===== config.mk =====
export PLATFORM = sky130hd
export DESIGN_NAME = pwm_timer
export DESIGN_NICKNAME = d
export VERILOG_FILES = /design/src/rtl/pwmt_pkg.sv /design/src/rtl/pwmt_count.sv /design/src/rtl/pwmt_brk.sv /design/src/rtl/pwmt_chan.sv /design/src/rtl/pwm_timer.sv
export SDC_FILE = /design/constraint.sdc
export NUM_CORES = 1
export LEC_CHECK = 0
export BUFFER_PORTS_ARGS = -buffer_cell sky130_fd_sc_hd__buf_2
export CORE_MARGIN = 4
export CORE_UTILIZATION = 35
export DETAILED_ROUTE_END_ITERATION = 10
export PLACE_DENSITY = 0.61
export SETUP_SLACK_MARGIN = 0.15
export SYNTH_ARGS = -nofsm -noshare
export SYNTH_HDL_FRONTEND = slang
export SYNTH_HIERARCHICAL = 1
export SYNTH_SLANG_ARGS = --single-unit

===== constraint.sdc =====
create_clock -name clk -period 5 [get_ports clk]
set_input_delay 0 -clock clk [delete_from_list [all_inputs] [get_ports clk]]
set_output_delay 0 -clock clk [all_outputs]
set_load 0.1 [all_outputs]

===== src/rtl/pwmt_pkg.sv =====
package pwmt_pkg;
   localparam int ADDR_W     = 4;
   localparam int FILT_W     = 4;
   localparam int CFG_STRIDE = 4;
   localparam int BRK_STRIDE = 8;

   localparam logic [ADDR_W-1:0] A_CTRL   = 4'd0;
   localparam logic [ADDR_W-1:0] A_PRESC  = 4'd1;
   localparam logic [ADDR_W-1:0] A_RELOAD = 4'd2;
   localparam logic [ADDR_W-1:0] A_CHCFG  = 4'd3;
   localparam logic [ADDR_W-1:0] A_BRK    = 4'd4;
   localparam logic [ADDR_W-1:0] A_CMP0   = 4'd8;

   localparam int B_RUN = 0;
   localparam int B_PRE = 1;
   localparam int B_AOE = 2;
   localparam int B_MOE = 3;
   localparam int B_UG  = 4;
endpackage


===== src/rtl/pwmt_count.sv =====
module pwmt_count #(
   parameter int PSC_W = 16,
   parameter int CNT_W = 16
) (
   input  logic             clk,
   input  logic             rst_n,
   input  logic             run_i,
   input  logic             force_i,
   input  logic [PSC_W-1:0] psc_i,
   input  logic [CNT_W-1:0] arr_i,
   output logic [CNT_W-1:0] cnt_o,
   output logic             upd_o
);
   logic [PSC_W-1:0] pc_q;
   logic [CNT_W-1:0] cnt_q;
   logic             tick;
   logic             wrap;

   assign tick  = run_i && (pc_q >= psc_i);
   assign wrap  = tick && (cnt_q >= arr_i);
   assign upd_o = force_i | wrap;
   assign cnt_o = cnt_q;

   always_ff @(posedge clk) begin
      if (!rst_n) begin
         pc_q  <= '0;
         cnt_q <= '0;
      end else if (force_i) begin
         pc_q  <= '0;
         cnt_q <= '0;
      end else if (tick) begin
         pc_q  <= '0;
         cnt_q <= wrap ? '0 : cnt_q + 1'b1;
      end else if (run_i) begin
         pc_q  <= pc_q + 1'b1;
      end
   end

   assert_restart_R7: assert property (@(posedge clk) disable iff (!rst_n)
      force_i |=> (cnt_q == '0 && pc_q == '0));

   assert_hold_R8: assert property (@(posedge clk) disable iff (!rst_n)
      (!run_i && !force_i) |=> $stable(cnt_q));

   assert_psc_step_R2: assert property (@(posedge clk) disable iff (!rst_n)
      (run_i && !force_i && pc_q < psc_i) |=> ($stable(cnt_q) && pc_q == $past(pc_q) + 1'b1));
endmodule


===== src/rtl/pwmt_brk.sv =====
module pwmt_brk #(
   parameter int FILT_W = 4
) (
   input  logic              clk,
   input  logic              rst_n,
   input  logic              en_i,
   input  logic              lvl_i,
   input  logic [FILT_W-1:0] filt_i,
   input  logic              raw_i,
   output logic              trip_o
);
   logic              act;
   logic [FILT_W-1:0] run_q;

   assign act    = en_i && (raw_i == lvl_i);
   assign trip_o = act && (run_q >= filt_i);

   always_ff @(posedge clk) begin
      if (!rst_n)         run_q <= '0;
      else if (!act)      run_q <= '0;
      else if (run_q != '1) run_q <= run_q + 1'b1;
   end

   assert_filter_R10: assert property (@(posedge clk) disable iff (!rst_n)
      (trip_o && filt_i != '0) |-> $past(en_i && (raw_i == lvl_i)));
endmodule


===== src/rtl/pwmt_chan.sv =====
module pwmt_chan #(
   parameter int CNT_W    = 16,
   parameter int HAS_COMP = 1
) (
   input  logic             clk,
   input  logic             rst_n,
   input  logic [CNT_W-1:0] cnt_i,
   input  logic [CNT_W-1:0] cmp_i,
   input  logic             en_i,
   input  logic             pol_i,
   input  logic             cen_i,
   input  logic             cpol_i,
   input  logic             gate_i,
   output logic             out_o,
   output logic             out_n_o
);
   logic ref_lvl;

   assign ref_lvl = cnt_i < cmp_i;
   assign out_o   = (gate_i && en_i) ? (ref_lvl ^ pol_i) : pol_i;

   generate
      if (HAS_COMP != 0) begin : g_comp
         assign out_n_o = (gate_i && cen_i) ? (~ref_lvl ^ cpol_i) : cpol_i;
      end else begin : g_nocomp
         assign out_n_o = cen_i & cpol_i;
      end
   endgenerate

   assert_cmp_zero_R3: assert property (@(posedge clk) disable iff (!rst_n)
      (gate_i && en_i && cmp_i == '0) |-> (out_o == pol_i));
endmodule


===== src/rtl/pwm_timer.sv =====
module pwm_timer
   import pwmt_pkg::*;
#(
   parameter int NUM_CH   = 4,
   parameter int HAS_COMP = 1,
   parameter int NUM_BRK  = 2,
   parameter int CNT_W    = 16,
   parameter int PSC_W    = 16
) (
   input  logic               clk,
   input  logic               rst_n,
   input  logic               wr_en,
   input  logic [3:0]         wr_addr,
   input  logic [31:0]        wr_data,
   input  logic [3:0]         rd_addr,
   output logic [31:0]        rd_data,
   input  logic [NUM_BRK-1:0] brk_in,
   output logic [NUM_CH-1:0]  pwm_out,
   output logic [NUM_CH-1:0]  pwm_out_n
);
   localparam int CFG_W = CFG_STRIDE * NUM_CH;
   localparam int BRK_W = BRK_STRIDE * NUM_BRK;
   localparam logic [CFG_W-1:0] CFG_MASK = {NUM_CH{(HAS_COMP != 0) ? 4'hF : 4'h3}};
   localparam logic [BRK_W-1:0] BRK_MASK = {NUM_BRK{8'hF3}};

   generate
      if (NUM_CH < 1 || NUM_CH > 4) begin : g_bad_ch
         $error("NUM_CH must be 1..4");
      end
      if (NUM_BRK < 1 || NUM_BRK > 2) begin : g_bad_brk
         $error("NUM_BRK must be 1..2");
      end
      if (CNT_W < 2 || CNT_W > 32) begin : g_bad_cnt
         $error("CNT_W must be 2..32");
      end
      if (PSC_W < 1 || PSC_W > 32) begin : g_bad_psc
         $error("PSC_W must be 1..32");
      end
   endgenerate

   logic             run_q, pre_q, aoe_q, moe_q;
   logic [PSC_W-1:0] psc_b, psc_a;
   logic [CNT_W-1:0] arr_b, arr_a, arr_eff;
   logic [CNT_W-1:0] cmp_b [NUM_CH];
   logic [CNT_W-1:0] cmp_a [NUM_CH];
   logic [CFG_W-1:0] cfg_q;
   logic [BRK_W-1:0] brk_q;
   logic [CNT_W-1:0] cnt;
   logic             upd;
   logic             wr_ctrl;
   logic             ug;
   logic [NUM_BRK-1:0] trip;
   logic             brk_any;
   logic             gate;
   logic             unused_wr_bits;

   assign unused_wr_bits = ^wr_data;
   assign wr_ctrl = wr_en && (wr_addr == A_CTRL);
   assign ug      = wr_ctrl && wr_data[B_UG];
   assign arr_eff = pre_q ? arr_a : arr_b;
   assign brk_any = |trip;
   assign gate    = moe_q && !brk_any;

   pwmt_count #(.PSC_W(PSC_W), .CNT_W(CNT_W)) count_i (
      .clk(clk), .rst_n(rst_n), .run_i(run_q), .force_i(ug),
      .psc_i(psc_a), .arr_i(arr_eff), .cnt_o(cnt), .upd_o(upd)
   );

   genvar b;
   generate
      for (b = 0; b < NUM_BRK; b++) begin : g_brk
         pwmt_brk #(.FILT_W(FILT_W)) brk_i (
            .clk(clk), .rst_n(rst_n),
            .en_i(brk_q[BRK_STRIDE*b]),
            .lvl_i(brk_q[BRK_STRIDE*b+1]),
            .filt_i(brk_q[BRK_STRIDE*b+4 +: FILT_W]),
            .raw_i(brk_in[b]),
            .trip_o(trip[b])
         );
      end
   endgenerate

   genvar c;
   generate
      for (c = 0; c < NUM_CH; c++) begin : g_ch
         pwmt_chan #(.CNT_W(CNT_W), .HAS_COMP(HAS_COMP)) chan_i (
            .clk(clk), .rst_n(rst_n),
            .cnt_i(cnt), .cmp_i(cmp_a[c]),
            .en_i(cfg_q[CFG_STRIDE*c]),
            .pol_i(cfg_q[CFG_STRIDE*c+1]),
            .cen_i(cfg_q[CFG_STRIDE*c+2]),
            .cpol_i(cfg_q[CFG_STRIDE*c+3]),
            .gate_i(gate),
            .out_o(pwm_out[c]),
            .out_n_o(pwm_out_n[c])
         );
      end
   endgenerate

   always_ff @(posedge clk) begin
      if (!rst_n) begin
         run_q <= 1'b0;
         pre_q <= 1'b0;
         aoe_q <= 1'b0;
         moe_q <= 1'b0;
         psc_b <= '0;
         psc_a <= '0;
         arr_b <= '0;
         arr_a <= '0;
         cfg_q <= '0;
         brk_q <= '0;
         for (int i = 0; i < NUM_CH; i++) begin
            cmp_b[i] <= '0;
            cmp_a[i] <= '0;
         end
      end else begin
         if (wr_en) begin
            case (wr_addr)
               A_CTRL: begin
                  run_q <= wr_data[B_RUN];
                  pre_q <= wr_data[B_PRE];
                  aoe_q <= wr_data[B_AOE];
               end
               A_PRESC:  psc_b <= wr_data[PSC_W-1:0];
               A_RELOAD: arr_b <= wr_data[CNT_W-1:0];
               A_CHCFG:  cfg_q <= wr_data[CFG_W-1:0] & CFG_MASK;
               A_BRK:    brk_q <= wr_data[BRK_W-1:0] & BRK_MASK;
               default: begin
                  for (int i = 0; i < NUM_CH; i++)
                     if (wr_addr == 4'(A_CMP0 + i)) cmp_b[i] <= wr_data[CNT_W-1:0];
               end
            endcase
         end
         if (upd) begin
            psc_a <= psc_b;
            arr_a <= arr_b;
            for (int i = 0; i < NUM_CH; i++) cmp_a[i] <= cmp_b[i];
         end
         if (brk_any)             moe_q <= 1'b0;
         else if (wr_ctrl)        moe_q <= wr_data[B_MOE];
         else if (upd && aoe_q)   moe_q <= 1'b1;
      end
   end

   always_comb begin
      rd_data = '0;
      case (rd_addr)
         A_CTRL:   rd_data[4:0] = {1'b0, moe_q, aoe_q, pre_q, run_q};
         A_PRESC:  rd_data[PSC_W-1:0] = psc_b;
         A_RELOAD: rd_data[CNT_W-1:0] = arr_b;
         A_CHCFG:  rd_data[CFG_W-1:0] = cfg_q;
         A_BRK:    rd_data[BRK_W-1:0] = brk_q;
         default: begin
            for (int i = 0; i < NUM_CH; i++)
               if (rd_addr == 4'(A_CMP0 + i)) rd_data[CNT_W-1:0] = cmp_b[i];
         end
      endcase
   end

   assert_brk_drops_drive_R10: assert property (@(posedge clk) disable iff (!rst_n)
      brk_any |=> !moe_q);

   assert_drive_rise_R11: assert property (@(posedge clk) disable iff (!rst_n)
      $rose(moe_q) |-> ($past(wr_ctrl && wr_data[B_MOE]) || $past(upd && aoe_q)));
endmodule


==> summary.txt <==
Outcome
  • Status: complete, no violations

Global route
  • First-pass GRT wire length: approximately 63000 um
  • Remaining Overflow, GRT: 0
  • Initial antenna violation count: 2
  • Vias in the first global route: 10500
  • Tot GR Track Use: 18.2%
  • Pin count of the biggest net entering global routing: 95

Detailed routing
  • Drt total wl: 41700 um
  • DR WL met3: 3640 um
  • Drt pass-1 iters: 5
  • DR iter-0 viols: around 1100
  • Uppermost layer routed: met5
  • DRC viols: 0
  • Total number of vias: 11100
  • DRT met1 WL: 18800 um
  • DR WL met2: 18100 um
  • Drt wl/cell: 19.9 um
  • Vias per Instance: 5.29
  • Detail Route Antenna Nets: 0

STA
  • Period Utilization, post-route: 78.3%
  • Fin crit period: 3910 ps
  • # setup viols final: 0
  • Count of final hold-check violations: 0
  • Final Max Tran Viols: 0
  • Max_slew headroom: 11.8%
  • Hold Slack: 51.8 ps
  • Post-Route Setup TNS: 0 ps
  • Worst Max-Slew Pin Slew: 1320 ps
  • RSZ-0062 raised after global routing: no
  • Max Clock Freq: 256 MHz
  • Clock skew after layout: 17.9 ps
  • Worst Setup Slack, final: 1090 ps

Setup path
  • WP data required: 5210 ps
  • Reg-to-reg startpoint: pre_q
  • CP endpoint kind: register
  • FF-to-FF path depth: 10
  • CP max FO: 64
  • Startpoint Class: register
  • Worst reg2reg endpoint: cmp_a[2][11]
  • Crit Path Class: reg -> reg
  • Critical Path AT: 4120 ps
  • Setup slack, reg-to-reg: 1090 ps

Floorplan
  • Die height: 212 um
  • Die area: 0.0451 mm^2
  • Die W: 212 um
  • Row count: 74
  • Core box area: 0.0410 mm^2
  • Initial Util: 35.6%
  • Top-level port count: 85

Worst hold path
  • Hold Crit Start: wr_addr[2]
  • HP Class: in -> reg
  • Hold Path Sink: brk_q[7]
  • Worst Hold Path Cells: 5

Placed design
  • Placed instance area: 0.0153 mm^2
  • Post-DP HPWL: a little under 30000 um
  • Port-buffer cells: 52
  • Dpl ws: 1220 ps
  • Placer Congestion: 0.861

Synth
  • Mapped Cells: between 1500 and 2000
  • Post-synthesis sequential area ratio: between 40% and 50%
  • Ys async rst share: 0%
  • Syn. warnings: 6
  • Top cell type's share of synthesized area: 26.3%
  • Syn_area_per_cell: between 9 and 10 um^2
  • Area contributors post-synth: edfxtp_1 26%, dfxtp_1 19%, ha_1 8.9%
  • Post-synth EDFFs: 128
  • Post-Syn Area: roughly 0.015 mm^2
  • Flops & latches, synth: approximately 260
  • Largest area contributor in the netlist: edfxtp_1
  • Main synth FF type: dfxtp_1
  • Post-synthesis cell type count: 73

Flow run
  • Max-cap viol count: 0

Cells and area
  • Share of cells above drive strength 1: 11.8%
  • Fin area: 0.0165 mm^2
  • Largest regs: cmp_a (64), cmp_b (64)
  • # diodes: 0
  • P&R area growth vs syn: 13.0%
  • Final #Nets: roughly 1700

Power and ir drop
  • PD cells: between 300 and 400 mW/mm^2
  • Maximum VDD drop: roughly 300 uV
  • Sw frac: between 20% and 30%
  • Comb power frac: 9.6%
  • Clock Power Share: roughly 45%
  • PnR Total Power: ~0.0052 W
  • Static leakage: 6.56 nW
  • Sequential share of power: 45.7%
  • NetSw: 0.00131 W
  • Int Pwr: 0.00387 W

Clocking
  • TritonCTS clock tree: built
  • CTS Sinks: 264
  • Worst skew pair latency: roughly 550 ps
  • Htree depth: 1
  • Cts repair resizes: 0
  • CTS Root Cell: clkbuf_16
  • Clk buf depth: 3
  • Clock transition at path regs: roughly 60 ps
  • CTS Buf Count: 29
[worst max-delay path by stage]
stage | from | cells after the start | end | slack (ps)
after global placement | pre_q | 10 | cmp_a[2][14] | 1270
after detailed placement | pre_q | 10 | cmp_a[2][13] | 1220
after global routing | g_brk[1].brk_i/run_q[0] | 12 | pwm_out[0] | 890
after CTS | pre_q | 10 | cmp_a[2][13] | 1160
after floorplan | pre_q | 12 | cmp_a[0][0] | 760
final | pre_q | 10 | cmp_a[2][11] | 1090
[cell usage in the layout, fill, tap and decap left out, types with 57 or more instances in the layout]
cell type / netlist / final
and2_1: 63 / 63
nand2_1: 149 / 149
inv_1: 122 / 122
nor2_1: 83 / 83
edfxtp_1: 128 / 128
and3_1: 73 / 73
a21oi_1: 84 / 84
ha_1: 104 / 104
dfxtp_1: 136 / 136
nor2b_1: 57 / 57
[cells by family after synthesis]
kind of cell             count (synthesis)  share of synthesized area [%]
XOR/XNOR                                41                           2.56
flip-flops                             264                           45.0
buffers and inverters                  217                           6.44
AO/OA/AOI/OAI                          279                           13.0
multiplexers                            81                           5.89
adder cells (fa/ha/maj)                104                           8.91
AND/OR/NAND/NOR                        516                           18.3
other                                    1                         0.0257
[per-layer routing]
layer	track usage, %	vias up
met3	4.10	70
met1	26.2	5286
li1	-	5293
met4	4.75	4
met5	0	-
met2	27.8	432
[power groups by stage]
| stage | Combinational [W] | Clock (W) | Sequential, W |
|---|---|---|---|
| floorplan | 0.000359 | 0 | 0.00239 |
| detailed placement | 0.000479 | 0 | 0.00241 |
| CTS | 0.000494 | 0.00235 | 0.00236 |
| finish | 0.000496 | 0.00231 | 0.00237 |
| global placement | 0.000475 | 0 | 0.00241 |
| global route | 0.000527 | 0.00245 | 0.00237 |
[critical path: stages (launching register included)]
cell	delay, ps
dfxtp_1	500
buf_4	310
mux2_2	370
inv_1	140
ha_1	180
nand4_1	100
o311a_1	390
o21ai_0	450
a21o_4	520
nand2b_2	240
buf_12	330
[final cells by class]
| class | count | area (um^2) |
|---|---|---|
| Clock buffer | 41 | 836 |
| Clock inverter | 13 | 198 |
| Fill cell | 3984 | 24500 |
| Inverter | 123 | 462 |
| Multi-Input combinational cell | 1037 | 7180 |
| Sequential cell | 264 | 6570 |
| Tap cell | 532 | 666 |
| Timing Repair Buffer | 87 | 591 |
[Yosys cell counts, drive strengths merged (51+ instances only)]
cell	n
ha	104
nor2	87
o21ai	55
and3	74
and2	63
clkbuf	54
a21oi	85
inv	122
dfxtp	136
edfxtp	128
nand2	149
nor2b	57
mux2i	51
[timing repair]
| action | in CTS | in global routing |
|---|---|---|
| endpoints found under the hold margin | 133 | 0 |
| buffers inserted | 0 | 0 |
| hold buffers | 21 | 0 |
[metrics by stage]
| step | util, % | instances |
|---|---|---|
| 2_1_floorplan | - | 1518 |
| 3_5_place_dp | 37.2 | 2022 |
| 3_3_place_gp | 37.2 | 2022 |
| 6_report | 40.2 | 2097 |
| 5_1_grt | 40.2 | 2097 |
| 4_1_cts | 40.2 | 2097 |
(Power assumes the default switching activity.)
